## src/rtl/lvr_pkg.sv

```systemverilog
package lvr_pkg;

  typedef enum logic {
    ST_IDLE = 1'b0,
    ST_HOLD = 1'b1
  } hold_st_e;

  typedef struct packed {
    logic mon_en;
    logic rst_en;
    logic stop_en;
  } lvr_cfg_t;

  localparam int unsigned IDX_LOW  = 0;
  localparam int unsigned IDX_RISE = 1;
  localparam int unsigned N_CMP    = 2;

endpackage

```

## src/rtl/lvr_sync.sv

```systemverilog
module lvr_sync #(
  parameter int unsigned WIDTH  = 2,
  parameter int unsigned STAGES = 2
) (
  input  logic             clk_i,
  input  logic             rst_ni,
  input  logic [WIDTH-1:0] d_i,
  output logic [WIDTH-1:0] q_o
);

  logic [WIDTH-1:0] stage_q [STAGES];

  for (genvar s = 0; s < STAGES; s++) begin : g_stage
    if (s == 0) begin : g_first
      always_ff @(posedge clk_i or negedge rst_ni) begin
        if (!rst_ni) stage_q[0] <= '0;
        else         stage_q[0] <= d_i;
      end
    end else begin : g_next
      always_ff @(posedge clk_i or negedge rst_ni) begin
        if (!rst_ni) stage_q[s] <= '0;
        else         stage_q[s] <= stage_q[s-1];
      end
    end
  end

  assign q_o = stage_q[STAGES-1];

endmodule

```

## src/rtl/lvr_qual_cnt.sv

```systemverilog
module lvr_qual_cnt #(
  parameter int unsigned QUAL_CYCLES = 9
) (
  input  logic clk_i,
  input  logic rst_ni,
  input  logic enable_i,
  input  logic low_i,
  output logic qualified_o
);

  localparam int unsigned CNT_W = $clog2(QUAL_CYCLES);
  localparam logic [CNT_W-1:0] TERM = CNT_W'(QUAL_CYCLES - 1);

  logic [CNT_W-1:0] cnt_q;
  logic             at_term;

  assign at_term = (cnt_q == TERM);

  // cnt_q = earlier consecutive low cycles; saturates at TERM
  always_ff @(posedge clk_i or negedge rst_ni) begin
    if (!rst_ni)                cnt_q <= '0;
    else if (!enable_i || !low_i) cnt_q <= '0;
    else if (!at_term)          cnt_q <= cnt_q + 1'b1;
  end

  assign qualified_o = enable_i & low_i & at_term;

endmodule

```

## src/rtl/lvr_hold_fsm.sv

```systemverilog
module lvr_hold_fsm
  import lvr_pkg::*;
(
  input  logic clk_i,
  input  logic rst_ni,
  input  logic clear_i,
  input  logic trip_i,
  input  logic rise_i,
  output logic hold_o,
  output logic cause_o
);

  hold_st_e st_q, st_d;
  logic     cause_q, cause_d;

  always_comb begin
    st_d    = st_q;
    cause_d = 1'b0;
    if (clear_i) begin
      st_d = ST_IDLE;
    end else begin
      unique case (st_q)
        ST_IDLE: if (trip_i) begin
          st_d    = ST_HOLD;
          cause_d = 1'b1;
        end
        ST_HOLD: if (rise_i) st_d = ST_IDLE;  // release wins over re-trip
        default: st_d = ST_IDLE;
      endcase
    end
  end

  always_ff @(posedge clk_i or negedge rst_ni) begin
    if (!rst_ni) begin
      st_q    <= ST_IDLE;
      cause_q <= 1'b0;
    end else begin
      st_q    <= st_d;
      cause_q <= cause_d;
    end
  end

  assign hold_o  = (st_q == ST_HOLD);
  assign cause_o = cause_q;

endmodule

```

## src/rtl/lvr_status_rd.sv

```systemverilog
module lvr_status_rd #(
  parameter int unsigned DATA_W   = 8,
  parameter int unsigned FLAG_BIT = 3
) (
  input  logic              rd_en_i,
  input  logic              flag_i,
  output logic [DATA_W-1:0] rd_data_o
);

  always_comb begin
    rd_data_o = '0;
    if (rd_en_i) rd_data_o[FLAG_BIT] = flag_i;
  end

endmodule

```

## src/rtl/lvr_filter_ctrl.sv

```systemverilog
module lvr_filter_ctrl
  import lvr_pkg::*;
#(
  parameter int unsigned QUAL_CYCLES = 9,
  parameter int unsigned SYNC_STAGES = 2,
  parameter int unsigned DATA_W      = 8,
  parameter int unsigned FLAG_BIT    = 3
) (
  input  logic              clk_i,
  input  logic              rst_ni,
  input  logic              cmp_low_i,
  input  logic              cmp_rise_i,
  input  logic              cfg_mon_en_i,
  input  logic              cfg_rst_en_i,
  input  logic              cfg_stop_en_i,
  input  logic              stop_mode_i,
  input  logic              rd_en_i,
  output logic [DATA_W-1:0] rd_data_o,
  output logic              low_flag_o,
  output logic              rst_req_o,
  output logic              rst_pin_no,
  output logic              rst_cause_o
);

  lvr_cfg_t         cfg;
  logic [N_CMP-1:0] cmp_raw, cmp_s;
  logic             low_s, rise_s;
  logic             active, trip, clear, hold;

  assign cfg = '{mon_en: cfg_mon_en_i, rst_en: cfg_rst_en_i, stop_en: cfg_stop_en_i};

  assign cmp_raw[IDX_LOW]  = cmp_low_i;
  assign cmp_raw[IDX_RISE] = cmp_rise_i;

  lvr_sync #(
    .WIDTH (N_CMP),
    .STAGES(SYNC_STAGES)
  ) i_sync (
    .clk_i (clk_i),
    .rst_ni(rst_ni),
    .d_i   (cmp_raw),
    .q_o   (cmp_s)
  );

  assign low_s  = cmp_s[IDX_LOW];
  assign rise_s = cmp_s[IDX_RISE];

  // stop suspends the monitor unless explicitly kept alive
  assign active = cfg.mon_en & (~stop_mode_i | cfg.stop_en);

  lvr_qual_cnt #(
    .QUAL_CYCLES(QUAL_CYCLES)
  ) i_qual (
    .clk_i      (clk_i),
    .rst_ni     (rst_ni),
    .enable_i   (active),
    .low_i      (low_s),
    .qualified_o(trip)
  );

  assign clear = ~active | ~cfg.rst_en;

  lvr_hold_fsm i_hold (
    .clk_i  (clk_i),
    .rst_ni (rst_ni),
    .clear_i(clear),
    .trip_i (trip),
    .rise_i (rise_s),
    .hold_o (hold),
    .cause_o(rst_cause_o)
  );

  assign low_flag_o = active & low_s;
  assign rst_req_o  = hold;
  assign rst_pin_no = ~hold;

  lvr_status_rd #(
    .DATA_W  (DATA_W),
    .FLAG_BIT(FLAG_BIT)
  ) i_rd (
    .rd_en_i  (rd_en_i),
    .flag_i   (low_flag_o),
    .rd_data_o(rd_data_o)
  );

endmodule

```

## config.mk

```make
export PLATFORM = sky130hd
export DESIGN_NAME = lvr_filter_ctrl
export DESIGN_NICKNAME = d
export VERILOG_FILES = /design/src/rtl/lvr_pkg.sv /design/src/rtl/lvr_sync.sv /design/src/rtl/lvr_qual_cnt.sv /design/src/rtl/lvr_hold_fsm.sv /design/src/rtl/lvr_status_rd.sv /design/src/rtl/lvr_filter_ctrl.sv
export SDC_FILE = /design/constraint.sdc
export NUM_CORES = 1
export LEC_CHECK = 0
export ABC_AREA = 0
export BUFFER_PORTS_ARGS = -buffer_cell sky130_fd_sc_hd__clkbuf_2
export CAP_MARGIN = 40
export CORE_AREA = 2 2 39 41
export DETAILED_ROUTE_END_ITERATION = 10
export DIE_AREA = 0 0 41 43
export HOLD_SLACK_MARGIN = 0.05
export PLACE_DENSITY = 0.73
export SYNTH_ARGS = -nofsm -noshare
export SYNTH_HDL_FRONTEND = slang
export SYNTH_SLANG_ARGS = --single-unit
export TNS_END_PERCENT = 5
```

## constraint.sdc

```tcl
create_clock -name clk_i -period 1.3 [get_ports clk_i]
set_input_delay 0.13 -clock clk_i [delete_from_list [all_inputs] [get_ports clk_i]]
set_output_delay 0.13 -clock clk_i [all_outputs]
set_load 0.02 [all_outputs]
```

---- Word-level counts from Yosys, hierarchy flattened ----
Cells that the tools add are included.
operators by class
  add/sub/neg operators ................... 1
  equal/unequal tests ..................... 2
  muxes and demuxes ....................... 9
  bitwise gates (word level) .............. 9
  reduce and logical (&&, ||, !) cells .... 3
operator list
  kind                                          count
  two-way mux 4 bit                             2
  two-way mux 1 bit                             6
  adder 4 x 1 -> 4 bit, second input constant   1
  equality test 4 bit, second input constant    1
  inverter 1 bit                                4
  bitwise AND 1 bit                             3
  zero test 1 bit                               2
  inequality test 2 bit, second input constant  1
  bitwise OR 1 bit                              2
  one-hot mux 1 bit (2 select lines)            1
  logical OR 1 bit                              1
word-level totals
  register bits ........................... 10
  input port bits ......................... 9
  output and inout bits ................... 12

---- Longest topological paths before layout ----
Gate-level depths: netlist of the first run.
  depth after elaboration ................. 8
  mapped depth ............................ 5
  depth with buffers taken out ............ 5

---- By module ----
A second synthesis of the first run with hierarchy kept.
unflattened totals
  cells, all modules ...................... 47
  area, all modules ....................... 511.7 um^2
modules (own cells, without submodules)
  module           times used  cells an instance  area an instance (um^2)  seq. area each (um^2)
  lvr_qual_cnt     1           21                 222.7                    100.1
  lvr_sync         1           6                  115.1                    100.1
  lvr_hold_fsm     1           6                  76.3                     50.0
  lvr_status_rd    1           9                  62.6                     0.0
  lvr_filter_ctrl  1           5                  35.0                     0.0

---- Least setup slack after synthesis of the first run ----
Ideal clock, no wire load.
  path kind ............................... reg2reg
  start point ............................. reg i_qual.cnt_q[0]
  end point ............................... reg i_qual.cnt_q[1]
  library setup time ...................... 135 ps
  arrival ................................. 960 ps
  data required time ...................... 1,165 ps
  path slack .............................. 205 ps
  cell stages (with the launch flop) ...... 6
  buffers on the path ..................... 0
  period minus slack after synthesis ...... 1,095 ps
  cell sequence ........................... dfrtp_1 -> inv_1 -> ha_1 -> nand3b_4 -> mux2i_1 -> nor2_1
on the way
  word-level cells in the longest chain between the ends .. 3
  elaborated cells between the ends (all ways) .. 5
  classes of those cells .................. add/sub: 1; eq/ne: 2; mux: 2
RTL lines
  item                      line                RTL
  start: declaration        lvr_qual_cnt.sv:14  logic [CNT_W-1:0] cnt_q;
  start signal: assignment  lvr_qual_cnt.sv:23  else if (!at_term) cnt_q <= cnt_q + 1'b1;
  adder 4 x 1 -> 4 bit      lvr_qual_cnt.sv:23
  two-way mux 4 bit         lvr_qual_cnt.sv:23
  two-way mux 4 bit         lvr_qual_cnt.sv:22  else if (!enable_i || !low_i) cnt_q <= '0;
Several ways; a longest one is shown, not always the timed one. The select of a mux whose other input is x is not followed.
A chain may end at the register's enable or synchronous reset.

---- Worst setup path in the final report of the first run ----
  start point ............................. reg i_sync.stage_q (netlist bit i_sync.q_o[0])
  end point ............................... out rd_data_o[3]
on the way
  word-level cells in the longest chain between the ends .. 2
RTL lines
  item                              line                   RTL
  start: declaration                lvr_sync.sv:11         logic [WIDTH-1:0] stage_q [STAGES];
  start signal: indexed assignment  lvr_sync.sv:22         else stage_q[s] <= stage_q[s-1];
  bitwise AND 1 bit                 lvr_filter_ctrl.sv:73  assign low_flag_o = active & low_s;
  two-way mux 1 bit                 lvr_status_rd.sv:12    if (rd_en_i) rd_data_o[FLAG_BIT] = flag_i;
  end: declaration                  lvr_filter_ctrl.sv:18  output logic [DATA_W-1:0] rd_data_o,
Every way passes these cells.

==> flow_summary.ini, run 1 <==
[logic_synthesis]
yosysUniqueCellTypes = 17
synth-edff-count = 0
synth_area_leaders = dfrtp_1 50%, buf_4 11%, nand3b_4 8.0%
netlist_area_um2 = 498
synth-async-reset-ratio_pct = 100
synthCells = 45
seq_area_frac_synth_pct = 50.3
synth_top_area_share_pct = 50.3
yosys_warnings = 0
ys_ff_latch = 10
yosysMostFrequentCell = dfrtp_1
synth_top_area_cell = dfrtp_1
ys.flop_type = dfrtp_1
synth_common_cells = 10 x dfrtp_1, 7 x buf_4, 6 x inv_1, 5 x nor2_1
syn_avg_cell_area_um2 = 11.1

[routing]
dr.first_iter.drc_count = 5
wl_per_cell_um = 8.75
first_pass_iters = 2
route.detailed.drc = 0
vias = 323
postRouteAntennaNets = 0
viasPerCell = 3.99
wl_um = 709

[sta]
max_freq_mhz = 813
skew_ns = 0.00900
period_share_pct = 94.6
min_period_ns = 1.23
finalHoldViolations = 0
setup_viol = 0
maxSlewViolCount = 0
rsz0062_at_grt = false
fin_tns_setup_ns = 0

[floorplanning]
pin_count = 21
fp.dieW_um = 41
std_cell_rows = 14
fp.dieArea_um2 = 1760
die_h_um = 43
core_region_area_um2 = 1380
start_util_pct = 36.0

[worst_setup_path]
worstPathRequired_ns = 1.17
rrSetupSlack_ns = 0.16
endpoint_kind = output port
startpoint_type = flop
crit_path_max_fanout = 3
arrival_ns = 1.10
critical_path_class = reg2out

[run]
maxCapViolCount = 0

[grt]
antenna_found_initial = 0
grt_overflow = 0
grt_max_degree = 11
grt_usage_pct = 10.7
grt_pass1_wl_um = 1190
grt_pass1_vias = 315

[clock_network]
clk_latency_ns = 0.26
cts-root-buf = clkbuf_4
htreeDepth = 1
cts_tree = yes
cts_max_path_buffers = 2
clk_pin_slew_ns = 0.06
clkSinkCount = 10
cts_buffers = 3

[power]
peakVddDrop_mv = 0.493
leakage_nw = 0.331
power_mw = 0.592
powerDensity_nw_per_um2 = 953

[layout]
nets = 78
final_cell_count_no_fill = 81
drive_gt1_share_pct = 32.3
design_area_um2 = 621
n_antenna_cell = 0
area_growth_pct = 24.6

[placement]
globalplace.congestion = 0.801
io_buffers = 13
dp.final_hpwl_um = 584
dp_cells = 73
place_area_um2 = 553

[worst_hold_path]
hp-class = in2reg

[outcome]
status = completed
==> critical path, stage by stage (launching register included) <==
cell and delay (ns):
dfrtp_1 0.40, o211ai_1 0.16, nor2_1 0.11, clkbuf_2 0.17
==> power breakdown <==
part,internal (mW),switching [mW],total (mW)
logic,0.0274,0.0432,0.0705
clock network,0.106,0.0891,0.195
registers,0.320,0.00587,0.326
==> metrics by stage <==
stage | setup slack, ns | hold slack (ns) | util [%]
after floorplan | 0.205 | -0.166 | -
after global placement | 0.175 | 0.00265 | 40.0
after detailed placement | 0.133 | 0.00541 | 40.0
after CTS | 0.0128 | 0.146 | 44.3
after global routing | 0.0215 | 0.179 | 44.8
final | 0.0696 | 0.148 | 44.8
==> kinds of logic (layout without fill, tap and decap cells) <==
| family | count (synthesis) | count (layout) | share of synthesized area [%] |
|---|---|---|---|
| adder cells (fa/ha/maj) | 2 | 2 | 5.02 |
| buffers and inverters | 13 | 27 | 15.1 |
| AO/OA/AOI/OAI | 4 | 4 | 5.78 |
| AND/OR/NAND/NOR | 12 | 12 | 17.6 |
| other | 1 | 7 | 0.753 |
| multiplexers | 1 | 1 | 2.01 |
| flip-flops | 10 | 10 | 50.3 |
| XOR/XNOR | 2 | 2 | 3.52 |
==> worst paths after layout <==
path / startpoint / end / cells past startpoint
max: i_sync.q_o[0] / rd_data_o[3] / 3
min: cfg_rst_en_i / i_hold.hold_o / 3
max reg2reg: i_qual.cnt_q[0] / i_hold.hold_o / 5
min reg2reg: i_sync.stage_q[3] / i_sync.q_o[1] / 0
max in group asynchronous: rst_ni / i_sync.stage_q[3] / 2
min in group asynchronous: rst_ni / i_sync.q_o[1] / 2
==> cells in the final DEF (no fill, tap or decap), types with 2 or more instances in the layout <==
master	n
clkbuf_2	13
dfrtp_1	10
conb_1	7
inv_1	6
nor2_1	5
clkbuf_4	3
dlygate4sd3_1	3
nand3b_4	2
nand2b_1	2
o211ai_1	2
ha_1	2
buf_4	2
==> sequential cells by signal, indices dropped and copies added, names as in the netlist <==
signal	cells
i_sync.stage_q	2
i_hold.cause_o	1
i_qual.cnt_q	4
i_hold.hold_o	1
i_sync.q_o	2
==> area by class of cell <==
class / count / area [µm²]
fillers: 130 / 763
flip-flops and latches: 10 / 250
multi-input cells: 28 / 195
repair buffers: 18 / 110
clock buffers: 3 / 22.5
inverters: 6 / 22.5
well taps: 16 / 20.0
==> metal layers <==
layer	vias to the layer above	GRT usage [%]	wire [µm]
met3	0	7.85	63
met5	-	0	0
met1	138	12.5	290
li1	169	-	-
met4	0	4.00	0
met2	16	14.7	354
==> timing repair <==
item | 4_1_cts | 5_1_grt
gates resized for setup | 0 | 0
cloned | 0 | 0
endpoints found under the setup margin | 2 | 1
endpoints found under the hold margin | 12 | 0
hold buffers | 3 | 0
setup buffers | 1 | 1
pin swaps | 1 | 1
(Power assumes the default switching activity.)
==> run 2, diff against run 1 <==
--- a/config.mk
+++ b/config.mk
@@ -13,6 +13,7 @@
 export DIE_AREA = 0 0 41 43
 export HOLD_SLACK_MARGIN = 0.05
 export PLACE_DENSITY = 0.73
+export REMOVE_ABC_BUFFERS = 1
 export SYNTH_ARGS = -nofsm -noshare
 export SYNTH_HDL_FRONTEND = slang
 export SYNTH_SLANG_ARGS = --single-unit
==> run 2 against run 1 <==
  * Count of clock-buffer cells in the layout grew 1
  * Critical path depth is the same
  * Sequential power is essentially flat
  * Combinational power grew 6.4%
  * Via count grew 2.5%
  * Largest power group unchanged
  * Global-route usage shrank 0.92 points
  * Non-clock buffer count grew 1
  * Final area grew 3.4%
  * Setup slack gained 0.076 ns
  * Hold slack gained 0.015 ns
==> flow_summary.ini, run 2 (same netlist as run 1, synthesis figures left out) <==
[power]
peakVddDrop_mv = 0.433
powerDensity_nw_per_um2 = 1050
leakage_nw = 0.344

[clock_network]
cts_buffers = 3
clk_pin_slew_ns = 0.07
htreeDepth = 1
clk_latency_ns = 0.26
cts_tree = yes
clkSinkCount = 10
cts-root-buf = clkbuf_4
cts_max_path_buffers = 2

[sta]
min_period_ns = 1.15
hold_ws_ns = 0.162
rsz0062_at_grt = false
skew_ns = 0.00152
fin_tns_setup_ns = 0
maxSlewViolCount = 0
period_share_pct = 88.8
max_freq_mhz = 867
finalHoldViolations = 0
setup_viol = 0

[worst_hold_path]
hp-class = in2reg
hold_depth = 3
hold_path_end = i_hold.hold_o
min-delay-start = cfg_rst_en_i

[routing]
viasPerCell = 3.99
first_pass_iters = 2
vias = 331
wl_per_cell_um = 8.96
postRouteAntennaNets = 0
dr.first_iter.drc_count = 4
wl_um = 744
route.detailed.drc = 0

[placement]
dp.final_hpwl_um = 536
io_buffers = 13
globalplace.congestion = 0.697

[grt]
met1_usage_pct = 12.1
grt_pass1_vias = 299
grt_busiest_layer = met2
use_met2_pct = 14.1
grt_overflow = 0
antenna_found_initial = 0
grt_usage_pct = 9.78
met3_usage_pct = 4.71
grt_max_degree = 11
grt_pass1_wl_um = 1150

[layout]
drive_gt1_share_pct = 34.3
top_register = i_qual.cnt_q
n_antenna_cell = 0
final_common_cell = clkbuf_2
largest_reg_flops = 4
most-common-layout-cells = 12 x clkbuf_2, 10 x dfrtp_1, 7 x conb_1, 6 x inv_1, 5 x nor2_1
nets = 79
area_growth_pct = 28.9

[run]
maxCapViolCount = 0

[worst_setup_path]
worstReg2RegStart = i_qual.cnt_q[0]
timing.rr.end = i_hold.hold_o
worstPathRequired_ns = 1.17
crit_path_max_fanout = 4
endpoint_kind = output port
rr_worst_depth = 5
rrSetupSlack_ns = 0.15
slowest_delay_ns = 0.35
slowest_stage = dfrtp_1
critical_path_class = reg2out
arrival_ns = 1.02
path_cells = o211ai_1 -> nor2_1 -> buf_2
startpoint_type = flop

[floorplanning]
start_util_pct = 36.0
pin_count = 21
std_cell_rows = 14
fp.dieW_um = 41
die_h_um = 43
core_region_area_um2 = 1380
fp.dieArea_um2 = 1760

[outcome]
status = completed
[run 2: per-stage QoR]
| stage | util [%] | total power [mW] | std cells | setup slack, ns | cell area [µm²] |
|---|---|---|---|---|---|
| finish | 46.4 | 0.672 | 83 | 0.146 | 642 |
| global route | 46.4 | 0.709 | 83 | 0.0231 | 642 |
| CTS | 45.8 | 0.683 | 82 | 0.0525 | 634 |
| detailed placement | 40.0 | 0.391 | 73 | 0.145 | 553 |
| global placement | 40.0 | 0.390 | 73 | 0.159 | 553 |
| floorplan | - | 0.367 | 44 | 0.205 | 468 |
[run 2: area by class of cell]
type	instances	area, µm²
Clock buffer	4	36.3
Fill cell	143	742
Inverter	6	22.5
Multi-Input combinational cell	28	195
Sequential cell	10	250
Tap cell	16	20.0
Timing Repair Buffer	19	118
[run 2: routing by layer]
| metal | vias up | wire, µm |
|---|---|---|
| met3 | 0 | 54 |
| met1 | 146 | 336 |
| li1 | 171 | - |
| met4 | 0 | 0 |
| met2 | 14 | 352 |
| met5 | - | 0 |
[run 2: how the worst max path moves through the flow]
stage / startpoint / end / cells after the start
global route: i_sync.q_o[0] / rd_data_o[3] / 3
finish: i_sync.q_o[0] / rd_data_o[3] / 3
detailed placement: i_qual.cnt_q[0] / i_qual.cnt_q[1] / 5
floorplan: i_qual.cnt_q[0] / i_qual.cnt_q[1] / 5
CTS: i_sync.q_o[0] / rd_data_o[3] / 3
global placement: i_qual.cnt_q[0] / i_qual.cnt_q[1] / 5
[run 2: critical path: cells and delay by family, from the launching register on]
kind / cells / cell delay [ns]
buf+inv: 1 / 0.17
compound gates: 1 / 0.14
simple gates: 1 / 0.11
flops: 1 / 0.35
[run 2: what timing repair did]
item,CTS,global route
endpoints found under the setup margin,2,1
cloned,0,0
resized for setup,0,1
pin swaps,1,1
setup buffers,2,1
hold buffers,3,0
endpoints found under the hold margin,12,0
[run 2: power breakdown]
| part | leakage (nW) | switching [mW] | internal, mW |
|---|---|---|---|
| Combinational | 0.193 | 0.0457 | 0.0293 |
| Sequential | 0.130 | 0.00438 | 0.320 |
| Clock | 0.0210 | 0.103 | 0.170 |
